<file path="src/rtl/slowrate_pkg.sv">
package slowrate_pkg;

  localparam int CODE_W = 3;
  localparam int RATE_W = 14;
  localparam int LINE_W = 3;

  typedef enum logic [LINE_W-1:0] {
    LR_0614 = 3'd0,
    LR_1228 = 3'd1,
    LR_2457 = 3'd2,
    LR_3072 = 3'd3,
    LR_4915 = 3'd4,
    LR_6144 = 3'd5,
    LR_9830 = 3'd6,
    LR_RSVD = 3'd7
  } line_rate_e;

  // Fixed rate of codes 1..6 (kbps)
  function automatic logic [RATE_W-1:0] fixed_kbps(input logic [CODE_W-1:0] c);
    case (c)
      3'd1:    fixed_kbps = RATE_W'(240);
      3'd2:    fixed_kbps = RATE_W'(480);
      3'd3:    fixed_kbps = RATE_W'(960);
      3'd4:    fixed_kbps = RATE_W'(1920);
      3'd5:    fixed_kbps = RATE_W'(2400);
      3'd6:    fixed_kbps = RATE_W'(3840);
      default: fixed_kbps = '0;
    endcase
  endfunction

  // Lowest line setting that carries a fixed code
  function automatic line_rate_e min_line(input logic [CODE_W-1:0] c);
    case (c)
      3'd3:    min_line = LR_1228;
      3'd4:    min_line = LR_2457;
      3'd5:    min_line = LR_3072;
      3'd6:    min_line = LR_4915;
      default: min_line = LR_0614;
    endcase
  endfunction

  // Fastest slow-channel rate a line setting permits
  function automatic logic [RATE_W-1:0] top_kbps(input line_rate_e l);
    case (l)
      LR_0614: top_kbps = RATE_W'(480);
      LR_1228: top_kbps = RATE_W'(960);
      LR_2457: top_kbps = RATE_W'(1920);
      LR_3072: top_kbps = RATE_W'(2400);
      LR_4915: top_kbps = RATE_W'(3840);
      LR_6144: top_kbps = RATE_W'(4800);
      default: top_kbps = RATE_W'(7680);
    endcase
  endfunction

endpackage

</file>
<file path="src/rtl/slowch_code_persist.sv">
module slowch_code_persist
  import slowrate_pkg::*;
#(
  parameter int ACCEPT_COUNT = 4
) (
  input  logic              clk,
  input  logic              rst_n,
  input  logic              sample_i,
  input  logic [CODE_W-1:0] code_i,
  input  logic              preload_i,
  input  logic [CODE_W-1:0] preload_code_i,
  output logic [CODE_W-1:0] acc_code_o,
  output logic              changed_o
);

  localparam int CNT_W = $clog2(ACCEPT_COUNT + 1);
  localparam logic [CNT_W-1:0] CNT_FULL = CNT_W'(ACCEPT_COUNT);

  logic [CNT_W-1:0]  cnt_q, cnt_d, cnt_sat;
  logic [CODE_W-1:0] last_q, last_d;
  logic [CODE_W-1:0] acc_q, acc_d;
  logic              chg_q, chg_d;
  logic              match;

  always_comb begin
    match   = (cnt_q != '0) && (code_i == last_q);
    cnt_sat = (cnt_q == CNT_FULL) ? cnt_q : CNT_W'(cnt_q + 1'b1);
    cnt_d   = cnt_q;
    last_d  = last_q;
    acc_d   = acc_q;
    chg_d   = 1'b0;
    if (preload_i) begin
      cnt_d = '0;
      acc_d = preload_code_i;
    end else if (sample_i) begin
      last_d = code_i;
      cnt_d  = match ? cnt_sat : CNT_W'(1);
      if (cnt_d == CNT_FULL && code_i != acc_q) begin
        acc_d = code_i;
        chg_d = 1'b1;
      end
    end
  end

  always_ff @(posedge clk or negedge rst_n) begin
    if (!rst_n) begin
      cnt_q  <= '0;
      last_q <= '0;
      acc_q  <= '0;
      chg_q  <= 1'b0;
    end else begin
      cnt_q  <= cnt_d;
      last_q <= last_d;
      acc_q  <= acc_d;
      chg_q  <= chg_d;
    end
  end

  assign acc_code_o = acc_q;
  assign changed_o  = chg_q;

  assert_cnt_bound_R2: assert property (@(posedge clk) disable iff (!rst_n)
    cnt_q <= CNT_FULL);

  assert_pulse_at_full_run_R4: assert property (@(posedge clk) disable iff (!rst_n)
    chg_q |-> (cnt_q == CNT_FULL));

  assert_pulse_means_new_code_R4: assert property (@(posedge clk) disable iff (!rst_n)
    chg_q |-> (acc_q != $past(acc_q)));

  assert_hold_when_idle_R1: assert property (@(posedge clk) disable iff (!rst_n)
    (!sample_i && !preload_i) |=> $stable(acc_q));

  assert_preload_no_pulse_R11: assert property (@(posedge clk) disable iff (!rst_n)
    preload_i |=> (!chg_q && acc_q == $past(preload_code_i)));

endmodule

</file>
<file path="src/rtl/slowch_rate_resolve.sv">
module slowch_rate_resolve
  import slowrate_pkg::*;
(
  input  logic              clk,
  input  logic              rst_n,
  input  logic [CODE_W-1:0] code_i,
  input  logic [LINE_W-1:0] line_i,
  output logic [RATE_W-1:0] rate_o,
  output logic              unsup_o
);

  line_rate_e        line_eff;
  logic [RATE_W-1:0] rate_d, rate_q;
  logic              unsup_d, unsup_q;

  always_comb begin
    line_eff = (line_i == LR_RSVD) ? LR_9830 : line_rate_e'(line_i);
    rate_d   = '0;
    unsup_d  = 1'b0;
    if (code_i == 3'd7) begin
      rate_d = top_kbps(line_eff);
    end else if (code_i != 3'd0) begin
      if (line_eff < min_line(code_i)) unsup_d = 1'b1;
      else                             rate_d  = fixed_kbps(code_i);
    end
  end

  always_ff @(posedge clk or negedge rst_n) begin
    if (!rst_n) begin
      rate_q  <= '0;
      unsup_q <= 1'b0;
    end else begin
      rate_q  <= rate_d;
      unsup_q <= unsup_d;
    end
  end

  assign rate_o  = rate_q;
  assign unsup_o = unsup_q;

  assert_unsup_zero_rate_R8: assert property (@(posedge clk) disable iff (!rst_n)
    unsup_q |-> (rate_q == '0));

  assert_rate_ceiling_R9: assert property (@(posedge clk) disable iff (!rst_n)
    rate_q <= RATE_W'(7680));

  assert_absent_code_R6: assert property (@(posedge clk) disable iff (!rst_n)
    (code_i == '0) |=> (rate_q == '0 && !unsup_q));

  assert_top_code_ok_R9: assert property (@(posedge clk) disable iff (!rst_n)
    (code_i == 3'd7) |=> (!unsup_q && rate_q >= RATE_W'(480)));

  assert_one_clock_update_R10: assert property (@(posedge clk) disable iff (!rst_n)
    ($stable(code_i) && $stable(line_i)) |=> $stable(rate_q));

endmodule

</file>
<file path="src/rtl/slowch_rate_filter.sv">
module slowch_rate_filter
  import slowrate_pkg::*;
#(
  parameter int ACCEPT_COUNT = 4
) (
  input  logic        clk,
  input  logic        rst_n,
  input  logic [7:0]  ctl_byte,
  input  logic        byte_vld,
  input  logic        hf_slot,
  input  logic [2:0]  line_sel,
  input  logic        preload_en,
  input  logic [2:0]  preload_code,
  input  logic [2:0]  tx_cfg_code,
  output logic [2:0]  rx_code,
  output logic        chan_en,
  output logic [13:0] rate_kbps,
  output logic        rate_unsup,
  output logic        code_chg,
  output logic [2:0]  tx_code
);

  logic [1:0]        rst_sync_q;
  logic              rst_core_n;
  logic              sample;
  logic [CODE_W-1:0] acc_code;
  logic              unused_ctl_hi;

  // Asynchronous assert, synchronous release
  always_ff @(posedge clk or negedge rst_n) begin
    if (!rst_n) rst_sync_q <= 2'b00;
    else        rst_sync_q <= {rst_sync_q[0], 1'b1};
  end
  assign rst_core_n = rst_sync_q[1];

  assign sample        = byte_vld & hf_slot;
  assign unused_ctl_hi = ^ctl_byte[7:CODE_W];

  slowch_code_persist #(
    .ACCEPT_COUNT(ACCEPT_COUNT)
  ) u_persist (
    .clk           (clk),
    .rst_n         (rst_core_n),
    .sample_i      (sample),
    .code_i        (ctl_byte[CODE_W-1:0]),
    .preload_i     (preload_en),
    .preload_code_i(preload_code),
    .acc_code_o    (acc_code),
    .changed_o     (code_chg)
  );

  slowch_rate_resolve u_resolve (
    .clk    (clk),
    .rst_n  (rst_core_n),
    .code_i (acc_code),
    .line_i (line_sel),
    .rate_o (rate_kbps),
    .unsup_o(rate_unsup)
  );

  assign rx_code = acc_code;
  assign chan_en = (acc_code != '0);
  assign tx_code = tx_cfg_code;

  assert_tx_passthrough_R12: assert property (@(posedge clk) disable iff (!rst_core_n)
    tx_code == tx_cfg_code);

  assert_chan_follows_code_R6: assert property (@(posedge clk) disable iff (!rst_core_n)
    code_chg |-> (chan_en == (rx_code != 3'd0)));

endmodule

</file>
<file path="config.mk">
export PLATFORM = sky130hd
export DESIGN_NAME = slowch_rate_filter
export DESIGN_NICKNAME = d
export VERILOG_FILES = /design/src/rtl/slowrate_pkg.sv /design/src/rtl/slowch_code_persist.sv /design/src/rtl/slowch_rate_resolve.sv /design/src/rtl/slowch_rate_filter.sv
export SDC_FILE = /design/constraint.sdc
export NUM_CORES = 1
export LEC_CHECK = 0
export CORE_UTILIZATION = 30
export CTS_BUF_LIST = sky130_fd_sc_hd__clkbuf_16
export CTS_CLUSTER_DIAMETER = 40
export DETAILED_ROUTE_END_ITERATION = 10
export SLEW_MARGIN = 20
export SYNTH_ARGS = -nofsm -noshare
export SYNTH_HDL_FRONTEND = slang
export SYNTH_HIERARCHICAL = 1
export SYNTH_SLANG_ARGS = --single-unit
</file>
<file path="constraint.sdc">
create_clock -name clk -period 1 [get_ports clk]
set_input_delay 0.2 -clock clk [delete_from_list [all_inputs] [get_ports clk]]
set_output_delay 0.2 -clock clk [all_outputs]
set_load 0.005 [all_outputs]
</file>
==> Yosys cells after proc, flatten, opt, wreduce, memory -nomap -nowiden <==
Index checks and enable logic that the tools add are counted.
{ "word_totals": {"output_inout_bits": 23, "regBits": 27} }
{ "classes": {"bitwise": 2, "n_eq_ne": 17, "reduce_logical": 9, "n_mux": 22, "addsub": 1, "magnitude_cmp": 1} }
{ "ops": {"columns": ["op", "n"], "rows": [
  ["$pmux W13 S6", 1],
  ["$pmux W12 S6", 1],
  ["$mux W14", 3],
  ["$mux W3", 10],
  ["$eq A3 B3 Y1 const B", 9],
  ["$eq A3 B2 Y1 const B", 4],
  ["$pmux W3 S4", 1],
  ["$eq A3 B1 Y1 const B", 2],
  ["$mux W1", 6],
  ["$reduce_bool A3 Y1", 2],
  ["$reduce_and A2 Y1", 2],
  ["$reduce_bool A2 Y1", 2],
  ["$add A3 B1 Y3 const B", 1],
  ["$eq A3 B3 Y1", 1],
  ["$logic_not A3 Y1", 1],
  ["$lt A3 B3 Y1", 1],
  ["$ne A3 B3 Y1", 1],
  ["$logic_and A1 B1 Y1", 2],
  ["$and A1 B1 Y1", 1],
  ["$not A1 Y1", 1]
]} }

==> Logic depth before layout (Yosys ltp) <==
Gate-level depths: netlist of the first run.
{ "depth": {"ltp_word": 8, "mapped_depth": 8, "mapped_depth_nobuf": 7} }

==> Modules after synthesis <==
Netlist of the first run, hierarchy kept.
{ "by_module_without_submodules": {"columns": ["mod", "n_inst", "area_per_inst_um2", "cells_per_inst", "seq_area_each_um2"], "rows": [
  ["slowch_code_persist", 1, 644.4, 62, 250.2],
  ["slowch_rate_resolve", 1, 608.1, 66, 250.2],
  ["slowch_rate_filter", 1, 88.8, 8, 50.0]
]} }

==> Worst setup path after synthesis of the first run <==
No wires, ideal clock.
{ "synth_timing": {"kind": "register to register", "startpoint": "register u_persist.acc_q[2], in the netlist u_persist/acc_code_o[2]", "endpoint": "register u_resolve.rate_q[8], in the netlist u_resolve/rate_o[8]", "path_slack_ns": -0.968, "arrival_ns": 1.834, "t_required_ns": 0.866, "path_stages_with_launch": 8, "cell_sequence": "dfrtp_1 -> buf_2 -> nand2_1 -> or2_2 -> ha_1 -> a2111o_1 -> nand2_2 -> o22ai_1"} }
{ "synth_between": {"elab_chain_cells": 8} }
{ "synth_rtl": {"columns": ["item", "line_no", "source"], "rows": [
  ["start, declared", "slowch_code_persist.sv:21", "logic [CODE_W-1:0] acc_q, acc_d;"],
  ["start signal, assigned", "slowch_code_persist.sv:49", "acc_q <= '0;"],
  ["start signal, assigned", "slowch_code_persist.sv:54", "acc_q <= acc_d;"],
  ["$eq A3 B3 Y1 / $eq A3 B2 Y1 (equally long branches)", "slowrate_pkg.sv:20, slowrate_pkg.sv:33", null],
  ["$pmux W3 S4", "slowrate_pkg.sv:33", "case (c)"],
  ["$mux W3", "slowch_rate_resolve.sv:22", "end else if (code_i != 3'd0) begin"],
  ["$mux W3", "slowch_rate_resolve.sv:20", "if (code_i == 3'd7) begin"],
  ["$lt A3 B3 Y1", "slowch_rate_resolve.sv:23", "if (line_eff < min_line(code_i)) unsup_d = 1'b1;"],
  ["$mux W14", "slowch_rate_resolve.sv:23", null],
  ["$mux W14", "slowch_rate_resolve.sv:22", null],
  ["$mux W14 (*)", "slowch_rate_resolve.sv:20", null],
  ["net u_resolve.rate_d[8]", "slowch_rate_resolve.sv:13", "logic [RATE_W-1:0] rate_d, rate_q;"],
  ["end signal, assigned", "slowch_rate_resolve.sv:33", "rate_q <= rate_d;"],
  ["end, declared", "slowch_rate_resolve.sv:13", null]
]} }
Mark *: on every way through the listed nets, which the timed path passes. The rest lies on a longest branch. The select of a mux whose other input is x is not followed.
A chain may end at the register's enable or synchronous reset.

==> Worst setup path in the final report of the first run <==
{ "layout_timing": {"startpoint": "register u_persist.acc_q[1], in the netlist u_persist/acc_code_o[1]", "endpoint": "register u_resolve.rate_q[8], in the netlist u_resolve/rate_o[8]"} }
Same word-level chain as after synthesis.

==> results of run 1 <==
==> through the flow <==
stage | std cells | setup TNS, ns | instance area (um2)
global route | 247 | -13.23 | 2265
floorplan | 140 | -9.622 | 1434
finish | 247 | -12.30 | 2265
CTS | 243 | -12.73 | 2157
global placement | 233 | -14.20 | 1889
detailed placement | 233 | -14.72 | 1889
==> layout by cell type (no fill, tap or decap), types with 3 or more instances in the layout <==
cell type	instances
a21oi_2	5
buf_2	11
buf_4	26
buf_6	15
clkbuf_16	3
clkdlybuf4s50_1	10
conb_1	6
dfrtp_1	20
ha_4	4
inv_2	3
mux2_4	3
nand2_1	5
nor2_1	4
nor2b_1	6
o21ai_0	4
xnor2_1	7
==> logic make-up (layout without fill, tap and decap cells) <==
group | count (synthesis) | count (layout) | share of synthesized area
and+or+nand+nor | 38 | 38 | 0.1623
AOI/OAI and AO/OA | 37 | 37 | 0.2043
DFF | 22 | 22 | 0.4104
buffers and inverters | 20 | 77 | 0.08582
xor gates and xnor gates | 7 | 7 | 0.04571
muxes | 6 | 6 | 0.04851
adders and majority gates | 4 | 4 | 0.03731
other | 2 | 6 | 0.005599
==> metal layers <==
layer  vias up  global-route usage  share of wire
met4         0             0.05102          0.040
met2        58              0.3762           0.57
met3        22             0.03618          0.053
met1       635              0.1771           0.34
met5         -                   0              0
li1        602                   -              -
==> how the worst max path moves through the flow <==
stage / slack, ns / cells past startpoint / to
final: -0.78 / 7 / u_resolve/rate_o[8]$_DFF_PN0_
after global placement: -0.74 / 6 / u_persist/acc_code_o[0]$_DFFE_PN0P_
after floorplan: -0.73 / 6 / u_resolve/rate_o[11]$_DFF_PN0_
after detailed placement: -0.79 / 5 / u_persist/acc_code_o[1]$_DFFE_PN0P_
after CTS: -0.73 / 6 / u_persist/acc_code_o[0]$_DFFE_PN0P_
after global routing: -0.85 / 6 / u_persist/acc_code_o[0]$_DFFE_PN0P_
==> registers in the layout, summed over array words and instances, names as in the netlist <==
signal,count
u_resolve/unsup_o,1
u_persist/changed_o,1
u_persist/acc_code_o,3
u_persist/cnt_q,3
u_persist/last_q,3
rst_sync_q,2
u_resolve/rate_o,9
==> cell type report <==
class                   count  area [um2]
fillers                   375        1879
flip-flops and latches     22       553.0
repair buffers             67       576.8
clock inverters             1       30.03
inverters                   6       27.53
clock buffers               3       75.07
well taps                  50       62.56
multi-input cells          98       939.7
==> power breakdown <==
part	switching [W]	total, W	internal [W]
combinational	0.000487	0.00104	0.000552
sequential	0.0000458	0.00104	0.000993
clock	0.000345	0.00114	0.000795
total	0.000878	0.00322	0.00234
==> repair_timing <==
item	4_1_cts	5_1_grt
buffers inserted	6	4
endpoints found under the setup margin	35	24
gates resized for setup	93	28
pin swaps	14	7
==> impl_metrics.tcl, run 1 <==
set metrics [dict create \
    ys_types 46 \
    drive_gt1_frac 0.5584 \
    cp-startpoint "u_persist/acc_code_o[1]$_DFFE_PN0P_" \
    antenna_found_initial 0 \
    synth_top_area_frac 0.4104 \
    dieArea_mm2 0.004742 \
    fin_crit_sh 1.784 \
    place_ws_ns -0.7912 \
    path_delay_family "compound AO/OA/AOI/OAI gates" \
    num_rows 23 \
    setup_slack_ns -0.7843 \
    avgSynthCellArea_um2 9.862 \
    synth_ff_type "dfrtp_1" \
    cts_max_level 1 \
    synthToLayoutAreaGrowth_pct 68.84 \
    drt-total-wl_mm 4.125 \
    ys_ff_latch 22 \
    synth_area_leaders "dfrtp_1 41%, xnor2_1 4.6%, buf_4 4.5%" \
    ant_nets 0 \
    fin_util 0.5465 \
    worstPathRequired_ns 1.14 \
    ir_worst_vdd_v 0.001192 \
    status "finished with violations" \
    numCtsBuffers 3 \
    die_h_um 68.87 \
    coreArea_mm2 0.004144 \
    period_needed_ns 1.784 \
    worstPathCellList "buf_6 > nand2_4 > or2_4 > ha_4 > a2111o_1 > nand2_4 > o22ai_1" \
    pin_count 45 \
    hold_viol_final 0 \
    total_power_w 0.003217 \
    r2r_setup_slack_ns -0.78 \
    track_usage 0.1822 \
    grt_pass1_vias 1326 \
    drt_iter0_markers 73 \
    fin_nets 224 \
    fmax_ghz 0.5604 \
    grt_max_degree 21 \
    dr.pass1.iters 5 \
    grt_overflow 0 \
    worstPathMaxFanout 6 \
    setup.worst_path.class "reg -> reg" \
    cts.clk_slew.worst_paths_ns 0.06 \
    yosysMostFrequentCell "dfrtp_1" \
    whs_ns 0.09776 \
    holdBufCountCts 0 \
    hold_class "in -> async" \
    endpoint_kind "flop" \
    rr_endpoint "u_resolve/rate_o[8]$_DFF_PN0_" \
    avgViaCountPerCell 5.332 \
    buffer_ports.inserted 28 \
    die_w_um 68.87 \
    wl_per_cell_um 16.70 \
    place.gp.congestion 0.8382 \
    async_flop_share 1.000 \
    rsz0062_at_grt "true" \
    cts_sinks 22 \
    cts_tree "built" \
    ff2ff_path_depth 7 \
    worstPathArrival_ns 1.92 \
    netlist_area_mm2 0.001341 \
    clockBufferDepth 2 \
    maxCapViolCount 0 \
    dpl.hpwl_mm 2.536 \
    cp.buffers_inverters 1 \
    synth_common_cells "22 x dfrtp_1, 8 x buf_4" \
    synth_cells 136 \
    setup_violations 24 \
    insertedDiodeCount 0 \
    critical-path-max-stage-delay_ns 0.43 \
    synth_top_area_cell "dfrtp_1" \
    r2r-start "u_persist/acc_code_o[1]$_DFFE_PN0P_" \
    synth_edf_count 0 \
    leakagePower_nw 0.9923 \
    violations "setup timing" \
    start_kind "flop" \
    seq_area_frac_synth 0.4104 \
    vias 1317 \
    finClkSkew_ns 0.001791 \
    clkLatencyLatePin_ns 0.26 \
    yosys_warnings 6 \
    cts-root-buf "clkbuf_16" \
    grt_pass1_wl_mm 6.237 \
    drc 0 \
    initial_core_util 0.3237 \
    power_density_mw_per_mm2 1421 \
    crit_top_cell "nand2_4" \
    cp_slowest_cell "a2111o_1" \
    drv_slew 0 \
]
No activity file was read; power rests on OpenSTA's default activity.
==> inputs of run 2 (changes only) <==
--- a/config.mk
+++ b/config.mk
@@ -9,6 +9,7 @@
 export CTS_BUF_LIST = sky130_fd_sc_hd__clkbuf_16
 export CTS_CLUSTER_DIAMETER = 40
 export DETAILED_ROUTE_END_ITERATION = 10
+export DONT_BUFFER_PORTS = 1
 export SLEW_MARGIN = 20
 export SYNTH_ARGS = -nofsm -noshare
 export SYNTH_HDL_FRONTEND = slang
==> impl_metrics.tcl, run 2 (synthesized netlist as in run 1, its figures left out) <==
set metrics [dict create \
    final_cell_area_mm2 0.002069 \
    hold_end "u_persist/acc_code_o[0]$_DFFE_PN0P_" \
    setup_tns_ns -10.90 \
    critical-path-max-stage-delay_ns 0.41 \
    fin_nets 198 \
    insertedDiodeCount 0 \
    cp_slowest_cell "dfrtp_1" \
    cp.buffers_inverters 1 \
    num_rows 23 \
    place.gp.congestion 0.8484 \
    dr.pass1.iters 5 \
    place_ws_ns -0.7920 \
    avgViaCountPerCell 5.421 \
    seq_area_um2 554.3 \
    grt_overflow 0 \
    drive_gt1_frac 0.5673 \
    cts_sinks 22 \
    path_delay_family "compound AO/OA/AOI/OAI gates" \
    start_kind "flop" \
    drc 0 \
    largest_reg_flops 9 \
    synthToLayoutAreaGrowth_pct 54.29 \
    fin_cells 221 \
    endpoint_kind "flop" \
    coreArea_mm2 0.004144 \
    die_h_um 68.87 \
    cts-root-buf "clkbuf_16" \
    initial_core_util 0.3237 \
    violations "setup timing" \
    rr_endpoint "u_persist/acc_code_o[0]$_DFFE_PN0P_" \
    period_needed_ns 1.750 \
    total_power_w 0.003036 \
    setup.worst_path.class "reg -> reg" \
    nFillCells 375 \
    buffer_ports.inserted 0 \
    place_inst 201 \
    worstPathRequired_ns 1.14 \
    cts_tree "built" \
    die_w_um 68.87 \
    finClkSkew_ns 0.001693 \
    vias 1198 \
    leakagePower_nw 0.8556 \
    layout_common_cells "28 x buf_4, 19 x dfrtp_1, 8 x buf_6" \
    placed_area_mm2 0.001579 \
    numCtsBuffers 3 \
    clkLatencyLatePin_ns 0.25 \
    cts.clk_slew.worst_paths_ns 0.06 \
    ff2ff_path_depth 6 \
    drt-total-wl_mm 3.760 \
    maxCapViolCount 0 \
    drt_iter0_markers 28 \
    fmax_ghz 0.5714 \
    worstPathMaxFanout 3 \
    clockBufferDepth 2 \
    fin_crit_sh 1.750 \
    cts_max_level 1 \
    wl_per_cell_um 17.01 \
    grt_max_degree 21 \
    grt_pass1_vias 1218 \
    pin_count 45 \
    worstPathCellList "inv_2 > ha_4 > or3b_4 > a31oi_4 > a311oi_2 > a221o_1" \
    ant_nets 0 \
    rsz0062_at_grt "true" \
    dpl.hpwl_mm 2.274 \
    hold_start "preload_en" \
    hold_viol_final 0 \
    dieArea_mm2 0.004742 \
    ir_worst_vdd_v 0.001083 \
    status "finished with violations" \
    multi_input_area_um2 939.7 \
    whs_path_depth 1 \
    r2r-start "u_persist/cnt_q[1]$_DFFE_PN0P_" \
    setup_violations 21 \
    drv_slew 0 \
    hold_class "in -> reg" \
    final_common_cell "buf_4" \
    r2r_setup_slack_ns -0.75 \
    track_usage 0.1595 \
    grt_pass1_wl_mm 5.464 \
    worstPathArrival_ns 1.89 \
    setup_slack_ns -0.7500 \
    antenna_found_initial 0 \
    power_density_mw_per_mm2 1467 \
    worstSetupPathDepth 6 \
]
## run 2: changes by cell type in the layout (fill, tap and decap cells not counted), sizes merged
cell and delta:
clkbuf -2, dlygate4sd3 +3, buf -17, clkdlybuf4s50 -10, bufbuf +1, dlymetal6s2s -1
## run 2: power by group
| group | switching, W | internal, W | leakage, nW | total, W |
|---|---|---|---|---|
| clock | 0.000334 | 0.000795 | 0.0511 | 0.00113 |
| sequential | 0.0000626 | 0.000995 | 0.273 | 0.00106 |
| combinational | 0.000396 | 0.000455 | 0.531 | 0.000851 |
| total | 0.000792 | 0.00224 | 0.856 | 0.00304 |
## run 2: cell type report
type,instances,share of cell area
multi-input cells,98,0.4541
clock inverters,1,0.01451
well taps,50,0.03023
clock buffers,3,0.03628
inverters,6,0.01209
repair buffers,41,0.1850
flip-flops and latches,22,0.2678
## run 2: worst max-delay path by stage
stage                                         from                             endpoint  slack [ns]
3_5_place_dp        u_persist/cnt_q[1]$_DFFE_PN0P_  u_persist/acc_code_o[0]$_DFFE_PN0P_       -0.79
5_1_grt             u_persist/cnt_q[1]$_DFFE_PN0P_  u_persist/acc_code_o[2]$_DFFE_PN0P_       -0.84
6_report            u_persist/cnt_q[1]$_DFFE_PN0P_  u_persist/acc_code_o[0]$_DFFE_PN0P_       -0.75
2_1_floorplan  u_persist/acc_code_o[0]$_DFFE_PN0P_       u_resolve/rate_o[11]$_DFF_PN0_       -0.73
3_3_place_gp        u_persist/cnt_q[1]$_DFFE_PN0P_  u_persist/acc_code_o[0]$_DFFE_PN0P_       -0.71
4_1_cts             u_persist/cnt_q[1]$_DFFE_PN0P_  u_persist/acc_code_o[0]$_DFFE_PN0P_       -0.73
## run 2: routing by layer
layer / wire length [um] / global-route usage / part of all wire / vias to the layer above
met2: 2167 / 0.3155 / 0.58 / 51
met1: 1365 / 0.1600 / 0.36 / 594
met4: 58 / 0.04082 / 0.015 / 0
met3: 169 / 0.04441 / 0.045 / 8
met5: 0 / 0 / 0 / -
li1: - / - / - / 545
## run 2: timing repair
item / 4_1_cts / 5_1_grt
hold buffers: 2 / 1
gates resized for setup: 29 / 21
cloned: 1 / 0
endpoints found under the hold margin: 3 / 1
setup endpoints to repair: 21 / 21
pin swaps: 10 / 11
setup buffers: 8 / 4
## run 2: stage by stage
| step | hold WS, ns | utilization |
|---|---|---|
| detailed placement | -0.09554 | 0.3810 |
| floorplan | -0.09559 | - |
| global route | 0.09512 | 0.4994 |
| global placement | -0.09554 | 0.3810 |
| CTS | 0.0005022 | 0.4653 |
| finish | 0.09348 | 0.4994 |
